<file path="src/rtl/psr_pkg.sv">
package psr_pkg;
  typedef enum logic [2:0] {
    ST_CMD,
    ST_PAGE,
    ST_OFFS,
    ST_LEN,
    ST_WDATA,
    ST_RDATA,
    ST_DROP
  } psr_state_e;

  localparam int          PTR_W        = 7;
  localparam logic [7:0]  PAGED_ESCAPE = 8'hFE;
  localparam logic [7:0]  FW_PAGE_CODE = 8'hFF;
endpackage

</file>
<file path="src/rtl/psr_sync.sv">
module psr_sync #(
  parameter int               WIDTH   = 1,
  parameter int               STAGES  = 2,
  parameter logic [WIDTH-1:0] RST_VAL = '0
) (
  input  logic             clk,
  input  logic             rst_n,
  input  logic [WIDTH-1:0] d,
  output logic [WIDTH-1:0] q
);
  for (genvar s = 0; s < STAGES; s++) begin : g_stage
    logic [WIDTH-1:0] r;
    logic [WIDTH-1:0] r_in;
    if (s == 0) begin : g_first
      assign r_in = d;
    end else begin : g_next
      assign r_in = g_stage[s-1].r;
    end
    always_ff @(posedge clk or negedge rst_n) begin
      if (!rst_n) r <= RST_VAL;
      else        r <= r_in;
    end
  end

  assign q = g_stage[STAGES-1].r;
endmodule

</file>
<file path="src/rtl/psr_addr.sv">
module psr_addr
  import psr_pkg::*;
#(
  parameter int               DATA_W    = 16,
  parameter logic [PTR_W-1:0] BASE_WORD = 7'd6
) (
  input  logic                  clk,
  input  logic                  rst_n,
  input  logic                  ld_direct,
  input  logic                  ld_page,
  input  logic                  ld_offs,
  input  logic                  inc,
  input  logic [7:0]            code,
  input  logic                  wr_strobe,
  input  logic [DATA_W-1:0]     wdata,
  output logic [2*DATA_W-1:0]   addr,
  output logic                  fw
);
  localparam int ADDR_W = 2 * DATA_W;

  logic [7:0]        page_q, page_n;
  logic              fw_q, fw_n;
  logic [PTR_W-1:0]  ptr_q, ptr_n;
  logic [ADDR_W-1:8] base_q, base_n;

  always_comb begin
    page_n = page_q;
    fw_n   = fw_q;
    ptr_n  = ptr_q;
    base_n = base_q;
    if (ld_direct) begin
      page_n = 8'h00;
      fw_n   = 1'b0;
      ptr_n  = code[PTR_W-1:0];
    end
    if (ld_page) begin
      if (code == FW_PAGE_CODE) begin
        page_n = FW_PAGE_CODE;
        fw_n   = 1'b1;
      end else begin
        page_n = code + 8'd1;
        fw_n   = 1'b0;
      end
    end
    if (ld_offs) ptr_n = code[PTR_W-1:0];
    if (inc)     ptr_n = ptr_q + 1'b1;
    // base words live on page 0 only
    if (wr_strobe && !fw_q && page_q == 8'h00) begin
      if (ptr_q == BASE_WORD)        base_n[ADDR_W-1:DATA_W] = wdata;
      if (ptr_q == BASE_WORD + 1'b1) base_n[DATA_W-1:8]      = wdata[DATA_W-1:8];
    end
  end

  always_ff @(posedge clk or negedge rst_n) begin
    if (!rst_n) begin
      page_q <= 8'h00;
      fw_q   <= 1'b0;
      ptr_q  <= '0;
      base_q <= '0;
    end else begin
      page_q <= page_n;
      fw_q   <= fw_n;
      ptr_q  <= ptr_n;
      base_q <= base_n;
    end
  end

  assign fw   = fw_q;
  assign addr = fw_q ? {base_q, ptr_q, 1'b0}
                     : {{(ADDR_W-16){1'b0}}, page_q, ptr_q, 1'b0};
endmodule

</file>
<file path="src/rtl/psr_tx.sv">
module psr_tx #(
  parameter int DATA_W = 16
) (
  input  logic              clk,
  input  logic              rst_n,
  input  logic              clr,
  input  logic              load,
  input  logic [DATA_W-1:0] ldata,
  input  logic              sample,
  input  logic              fall,
  output logic              miso
);
  logic [DATA_W-1:0] sh_q, sh_n;
  logic              pend_q, pend_n;

  // a bit is dropped only on the falling edge after the host sampled it
  always_comb begin
    sh_n   = sh_q;
    pend_n = pend_q;
    if (clr) begin
      sh_n   = '0;
      pend_n = 1'b0;
    end else if (load) begin
      sh_n   = ldata;
      pend_n = 1'b0;
    end else begin
      if (sample) pend_n = 1'b1;
      if (fall && pend_q) begin
        sh_n   = {sh_q[DATA_W-2:0], 1'b0};
        pend_n = 1'b0;
      end
    end
  end

  always_ff @(posedge clk or negedge rst_n) begin
    if (!rst_n) begin
      sh_q   <= '0;
      pend_q <= 1'b0;
    end else begin
      sh_q   <= sh_n;
      pend_q <= pend_n;
    end
  end

  assign miso = sh_q[DATA_W-1];
endmodule

</file>
<file path="src/rtl/paged_spi_regs.sv">
module paged_spi_regs
  import psr_pkg::*;
#(
  parameter int               DATA_W      = 16,
  parameter int               SYNC_STAGES = 2,
  parameter logic [PTR_W-1:0] BASE_WORD   = 7'd6
) (
  input  logic                clk,
  input  logic                rst_n,
  input  logic                spi_sclk,
  input  logic                spi_cs_n,
  input  logic                spi_mosi,
  output logic                spi_miso,
  output logic                reg_wr_en,
  output logic                reg_rd_en,
  output logic                reg_fw,
  output logic [2*DATA_W-1:0] reg_addr,
  output logic [DATA_W-1:0]   reg_wdata,
  input  logic [DATA_W-1:0]   reg_rdata
);
  localparam int CNT_W = $clog2(DATA_W);

  logic [2:0] sync_q;
  logic       cs_s, sclk_s, mosi_s, cs_act;
  logic       sclk_d;
  logic       rise, fall;

  psr_sync #(.WIDTH(3), .STAGES(SYNC_STAGES), .RST_VAL(3'b100)) i_sync (
    .clk   (clk),
    .rst_n (rst_n),
    .d     ({spi_cs_n, spi_sclk, spi_mosi}),
    .q     (sync_q)
  );

  assign cs_s   = sync_q[2];
  assign sclk_s = sync_q[1];
  assign mosi_s = sync_q[0];
  assign cs_act = ~cs_s;
  assign rise   = cs_act &  sclk_s & ~sclk_d;
  assign fall   = cs_act & ~sclk_s &  sclk_d;

  psr_state_e        state_q, state_n;
  logic [CNT_W-1:0]  bits_q, bits_n;
  logic [DATA_W-2:0] rx_q, rx_n;
  logic [PTR_W-1:0]  left_q, left_n;
  logic              wr_q, wr_n, rd_q, rd_n;
  logic [DATA_W-1:0] wdata_q, wdata_n;
  logic              ld_direct, ld_page, ld_offs;
  logic [7:0]        in_byte;
  logic [DATA_W-1:0] in_word;
  logic              byte_done, word_done;

  assign in_byte   = {rx_q[6:0], mosi_s};
  assign in_word   = {rx_q, mosi_s};
  assign byte_done = (bits_q[2:0] == 3'd7);
  assign word_done = (bits_q == CNT_W'(DATA_W - 1));

  always_comb begin
    state_n   = state_q;
    bits_n    = bits_q;
    rx_n      = rx_q;
    left_n    = left_q;
    wr_n      = 1'b0;
    rd_n      = 1'b0;
    wdata_n   = wdata_q;
    ld_direct = 1'b0;
    ld_page   = 1'b0;
    ld_offs   = 1'b0;
    if (!cs_act) begin
      state_n = ST_CMD;
      bits_n  = '0;
    end else if (rise) begin
      rx_n   = {rx_q[DATA_W-3:0], mosi_s};
      bits_n = bits_q + 1'b1;
      unique case (state_q)
        ST_CMD: if (byte_done) begin
          bits_n = '0;
          if (in_byte == PAGED_ESCAPE) begin
            state_n = ST_PAGE;
          end else if (in_byte[7]) begin
            ld_direct = 1'b1;
            state_n   = ST_LEN;
          end else begin
            state_n = ST_DROP;
          end
        end
        ST_PAGE: if (byte_done) begin
          bits_n = '0;
          if (in_byte == PAGED_ESCAPE) begin
            state_n = ST_DROP;
          end else begin
            ld_page = 1'b1;
            state_n = ST_OFFS;
          end
        end
        ST_OFFS: if (byte_done) begin
          bits_n  = '0;
          ld_offs = 1'b1;
          state_n = ST_LEN;
        end
        ST_LEN: if (byte_done) begin
          bits_n = '0;
          left_n = in_byte[PTR_W-1:0];
          if (in_byte[7]) begin
            state_n = ST_WDATA;
          end else begin
            rd_n    = 1'b1;
            state_n = ST_RDATA;
          end
        end
        ST_WDATA: if (word_done) begin
          bits_n  = '0;
          wr_n    = 1'b1;
          wdata_n = in_word;
          if (left_q == '0) state_n = ST_DROP;
          else              left_n  = left_q - 1'b1;
        end
        ST_RDATA: if (word_done) begin
          bits_n = '0;
          if (left_q == '0) begin
            state_n = ST_DROP;
          end else begin
            left_n = left_q - 1'b1;
            rd_n   = 1'b1;
          end
        end
        default: bits_n = bits_q;
      endcase
    end
  end

  always_ff @(posedge clk or negedge rst_n) begin
    if (!rst_n) begin
      state_q <= ST_CMD;
      bits_q  <= '0;
      rx_q    <= '0;
      left_q  <= '0;
      wr_q    <= 1'b0;
      rd_q    <= 1'b0;
      wdata_q <= '0;
      sclk_d  <= 1'b0;
    end else begin
      state_q <= state_n;
      bits_q  <= bits_n;
      rx_q    <= rx_n;
      left_q  <= left_n;
      wr_q    <= wr_n;
      rd_q    <= rd_n;
      wdata_q <= wdata_n;
      sclk_d  <= sclk_s;
    end
  end

  psr_addr #(.DATA_W(DATA_W), .BASE_WORD(BASE_WORD)) i_addr (
    .clk       (clk),
    .rst_n     (rst_n),
    .ld_direct (ld_direct),
    .ld_page   (ld_page),
    .ld_offs   (ld_offs),
    .inc       (wr_q | rd_q),
    .code      (in_byte),
    .wr_strobe (wr_q),
    .wdata     (wdata_q),
    .addr      (reg_addr),
    .fw        (reg_fw)
  );

  psr_tx #(.DATA_W(DATA_W)) i_tx (
    .clk    (clk),
    .rst_n  (rst_n),
    .clr    (!cs_act || state_q == ST_DROP),
    .load   (rd_q),
    .ldata  (reg_rdata),
    .sample (rise && state_q == ST_RDATA),
    .fall   (fall),
    .miso   (spi_miso)
  );

  assign reg_wr_en = wr_q;
  assign reg_rd_en = rd_q;
  assign reg_wdata = wdata_q;
endmodule

</file>
<file path="config.mk">
export PLATFORM = sky130hd
export DESIGN_NAME = paged_spi_regs
export DESIGN_NICKNAME = d
export VERILOG_FILES = /design/src/rtl/psr_pkg.sv /design/src/rtl/psr_sync.sv /design/src/rtl/psr_addr.sv /design/src/rtl/psr_tx.sv /design/src/rtl/paged_spi_regs.sv
export SDC_FILE = /design/constraint.sdc
export NUM_CORES = 1
export LEC_CHECK = 0
export BUFFER_PORTS_ARGS = -buffer_cell sky130_fd_sc_hd__buf_2
export CORE_UTILIZATION = 35
export CTS_CLUSTER_SIZE = 20
export DETAILED_ROUTE_END_ITERATION = 8
export GPL_TIMING_DRIVEN = 0
export HOLD_SLACK_MARGIN = 0.03
export RECOVER_POWER = 50
export SYNTH_ARGS = -nofsm -noshare
export SYNTH_HDL_FRONTEND = slang
export SYNTH_SLANG_ARGS = --single-unit
</file>
<file path="constraint.sdc">
create_clock -name clk -period 4.1 [get_ports clk]
set_input_delay 0.41 -clock clk [delete_from_list [all_inputs] [get_ports clk]]
set_output_delay 0.41 -clock clk [all_outputs]
set_load 0.05 [all_outputs]
</file>
Word-level counts from Yosys, hierarchy flattened
Cells that the tools add are included.
{"block": "word_totals", "regBits": 111, "inputBits": 21, "elab_cells": 141}
{"block": "classes", "n_addsub": 4, "n_eq_ne": 21, "muxes": 65, "bitwise": 8, "reduce_logical": 26}
{"op": "$mux 16", "count": 3}
{"op": "$mux 7", "count": 6}
{"op": "$mux 1", "count": 33}
{"op": "$mux 3", "count": 11}
{"op": "$mux 32", "count": 1}
{"op": "$mux 8", "count": 3}
{"op": "$eq 8x8->1 const B", "count": 2}
{"op": "$mux 4", "count": 4}
{"op": "$pmux 3 s5", "count": 1}
{"op": "$eq 7x3->1 const B", "count": 2}
{"op": "$pmux 7 s2", "count": 1}
{"op": "$eq 3x3->1 const B", "count": 4}
{"op": "$ne 3x2->1 const B", "count": 4}
{"op": "$reduce_bool 3->1", "count": 3}
{"op": "$add 8x1->8 const B", "count": 1}
{"op": "$logic_not 8->1", "count": 1}
{"op": "$pmux 4 s2", "count": 1}
{"op": "$reduce_and 2->1", "count": 4}
{"op": "$reduce_and 8->1", "count": 1}
{"op": "$add 7x1->7 const B", "count": 1}
{"op": "$logic_not 7->1", "count": 1}
{"op": "$sub 7x1->7 const B", "count": 1}
{"op": "$eq 3x2->1 const B", "count": 2}
{"op": "$ne 3x1->1 const B", "count": 2}
{"op": "other kinds (20)", "count": 31}

Logic depth before layout (Yosys ltp)
{"block": "depth", "ltp_word": 9, "ltp_mapped": 9, "depth_no_buf": 7}

Modules after synthesis
Synthesis repeated with hierarchy kept, for this count alone.
{"block": "hier_totals", "hier_cells": 495, "hier_area_um2": 5474.0}
{"mod": "paged_spi_regs", "instances": 1, "cells_per_inst": 234, "area_per_inst_um2": 2301.0, "seq_area_each_um2": 1201.2}
{"mod": "psr_addr", "instances": 1, "cells_per_inst": 182, "area_per_inst_um2": 2177.1, "seq_area_each_um2": 1001.0}
{"mod": "psr_tx", "instances": 1, "cells_per_inst": 73, "area_per_inst_um2": 843.3, "seq_area_each_um2": 425.4}
{"mod": "psr_sync", "instances": 1, "cells_per_inst": 6, "area_per_inst_um2": 152.6, "seq_area_each_um2": 152.6}

Least setup slack after synthesis
No wires, ideal clock.
{"block": "synth_path", "path_kind": "reg2reg", "from": "register i_addr.fw_q (netlist: i_addr.fw)", "to": "register i_addr.base_q[22] (netlist bit)", "setup_time_ps": 125, "arrival_time_ps": 2049, "required_time_ps": 3975, "slack_ps": 1927, "path_stages_with_launch": 8, "n_path_buf": 2, "period_less_slack_ps": 2173, "cell_sequence": "dfrtp_1 -> buf_2 -> nor4_1 -> nand3_1 -> nor4b_2 -> nand2_2 -> buf_2 -> mux2_2"}
{"block": "synth_between", "elab_chain_len": 4}
{"element": "start, declared", "line": "psr_addr.sv:22", "source": "logic fw_q, fw_n;"}
{"element": "start signal, assigned", "line": "psr_addr.sv:62", "source": "fw_q <= fw_n;"}
{"element": "$logic_not 1->1", "line": "psr_addr.sv:48", "source": "if (wr_strobe && !fw_q && page_q == 8'h00) begin"}
{"element": "$logic_and 1x1->1 (2 in a row)", "line": "psr_addr.sv:48"}
{"element": "$reduce_and 2->1 (no source line)"}
{"element": "end signal, assigned", "line": "psr_addr.sv:64", "source": "base_q <= base_n;"}
{"element": "end, declared", "line": "psr_addr.sv:24", "source": "logic [ADDR_W-1:8] base_q, base_n;"}
Every way passes these cells.
A chain may end at the register's enable or synchronous reset.

==> metrics.txt <==
# rows 44; reg2reg end i_addr.page_q[5]$_DFFE_PN0P_; Vias/cell 5.407; Top FF cell, synth dfrtp_1; Hold Path Class in -> reg; P_leak 2.995 nW; FF-to-FF Start i_sync.q[0]$_DFF_PN0_; data required time of the worst path 3960 ps; outcome complete, but fails checks; Syn Nets 526; Die ar. 15760 sq um; first-pass GRT wire length 20890 um; worst setup margin 1574 ps; Post-Syn Area 5343 sq um; # clock sinks 111; worst slack, placed 1705 ps; Final Critical Period 2526 ps; Core Region 14700 sq um; startpoint types primary input; DRT Pass-1 Iters 7; Final ANT Viol Nets 0; sequential area share after synthesis 0.5204; post-layout util 0.4236; power consumption 2.187 mW; initial antenna violation count 0; setup TNS 0 ps; Setup crit end kind async pin; CP max stage delay 1940 ps; Worst-Margin Slew 2793 ps; I/O pin cnt 73; PortBufs 71; CP Data Arrival Time 2380 ps; synth-to-layout area growth 16.53%; Mapped Avg Cell Area 10.75 sq um; Seq. cell area 2780 sq um; clock insertion delay at the later pin of the skew report 350 ps; gr usage total 0.1668; fraction of layout cells with a size suffix above 1 0.2410; leading cell type by number of instances after synthesis dfrtp_1; relative slew slack -0.8619; Diodes inserted 0; Chip Width 125.6 um; DR vias 4158; number of global-route vias before repair 4054; H-Tree Depth 3; CTS tree built; HP Start spi_cs_n; Die Y 125.6 um; Post-synth EDFFs 0; slowest CP cell clkbuf_1; Post-CTS Hold Fix Bufs 0; Area contributors post-synth dfrtp_1 (51%), mux2_2 (8.0%), nand2_1 (5.8%); CTS root buf clkbuf_16; crit path buf inv count 1; CTS Buf Count 9; Post-Synthesis Cells 497; Worst Reg2Reg Path Length in Cells 9; critical path's top delay family buffers and inverters; Synth top area share 0.5105; pin count of the biggest net entering global routing 62; final setup fails 0; Post-Route WL 12460 um; Slew Viols, Final 51; synth warn 0; routability cong. 0.8463; drt wl/cell 16.20 um; Hold Crit Endpoint i_sync.g_stage[0].r[2]$_DFF_PN1_; CP cell instances clkbuf_1; asr flop ratio synth 1.000; postcts setup bufs 0; Max Cap Viol 1; failing checks design-rule violations, max-capacitance violations, max-slew violations; Detailed Place HPWL 9054 um; CTS resizes 0; final hold violation count 0; CTS clk-pin slew, worst paths 70 ps; P per Cell Area 351.3 nW/um^2; Peak VDD IR 0.1974 mV; Crit Path Category in -> async; Fillers 1409; initial core utilization 0.3635; RSZ-0062 raised after global routing false; Setup Skew 8.547 ps; DRC viols 7; post-synth top area cell dfrtp_1; critical path peak fanout 51; reg-to-reg slack, setup 1690 ps; total congestion overflow 0; Peak Freq 395.9 MHz; initial DRC count 279; footprint of the multi-input gates 2389 sq um; synth unique cells 60; Layout Nets 609; fin crit share 0.6160; Hold Path Stages 1; commonest cells in the netlist dfrtp_1 (109), nand2_1 (82), mux2_2 (38); Clock Path Buffers 2; FF+latch count, synth 111
## power by group
part	internal (mW)	total, mW	leakage [nW]	switching, mW
logic	0.0563	0.192	1.33	0.136
registers	1.12	1.14	1.52	0.0171
clock network	0.455	0.858	0.145	0.403
## worst max path at each step
stage                     startpoint                       endpoint  slack (ps)  cells after the start
2_1_floorplan  i_addr.fw$_DFFE_PN0P_  i_addr.base_q[22]$_DFFE_PN0P_        1930                      7
3_3_place_gp                   rst_n    i_addr.ptr_q[2]$_DFFE_PN0P_        1310                      1
3_5_place_dp   i_sync.q[2]$_DFF_PN1_      reg_wdata[10]$_DFFE_PN0P_        1700                      6
4_1_cts        i_sync.q[2]$_DFF_PN1_      reg_wdata[10]$_DFFE_PN0P_        1690                      6
5_1_grt                        rst_n    i_addr.ptr_q[2]$_DFFE_PN0P_        1060                      1
6_report                       rst_n            reg_wr_en$_DFF_PN0_        1570                      1
## per-stage QoR
step	cells	hold WS, ps	instance area (sq um)
floorplan	497	114.4	5343
global placement	752	335.3	5928
detailed placement	753	336.4	5958
CTS	769	112.3	6252
global route	769	151.7	6226
finish	769	161.4	6226
## logic make-up (layout without fill, tap and decap cells)
logic type | Yosys count | in the layout | share of synthesized area
simple gates | 178 | 178 | 0.1724
compound gates | 107 | 107 | 0.1382
other cells | 1 | 1 | 0.0007019
xor+xnor | 2 | 2 | 0.003279
fa+ha+maj | 8 | 8 | 0.01874
buf+inv | 39 | 127 | 0.03255
flops | 111 | 111 | 0.5204
mux | 51 | 51 | 0.1138
## final cells by class
class / count / area share
Buffer: 33 / 0.02432
Clock buffer: 12 / 0.04120
Clock inverter: 4 / 0.006029
Inverter: 6 / 0.003617
Multi-Input combinational cell: 347 / 0.3836
Sequential cell: 111 / 0.4465
Tap cell: 184 / 0.03698
Timing Repair Buffer: 72 / 0.05768
## sequential cells by signal (all words and copies together) (netlist names), 3 cells and up
| register | count |
|---|---|
| rx_q | 15 |
| i_addr.base_q | 24 |
| i_addr.ptr_q | 7 |
| i_tx.sh_q | 16 |
| bits_q | 4 |
| reg_wdata | 16 |
| i_sync.g_stage.r | 3 |
| i_addr.page_q | 8 |
| left_q | 7 |
| i_sync.q | 3 |
| state_q | 3 |
## metal layers
metal	GRT usage	share of wire
met4	0.05954	0.013
met3	0.02567	0.039
met2	0.2654	0.49
met1	0.2306	0.46
met5	0	0
## cell usage in the layout (no fill, tap or decap), drive strengths merged, types with 3 or more instances in the layout
cell and count:
a21o 5, mux2 48, a221oi 15, a21oi 31
inv 8, o221ai 4, or2 3, nor2 13
nor4 8, ha 8, nand3 20, nor4b 3
a31oi 9, mux2i 3, nand4 5, a2bb2oi 3
and3 3, dfrtp 109, o22a 4, buf 66
nand2 83, nor3 6, nor3b 3, and2 17
o21ai 15, clkbuf 51, nand2b 5, o22ai 4
No activity file was read; power rests on OpenSTA's default activity.
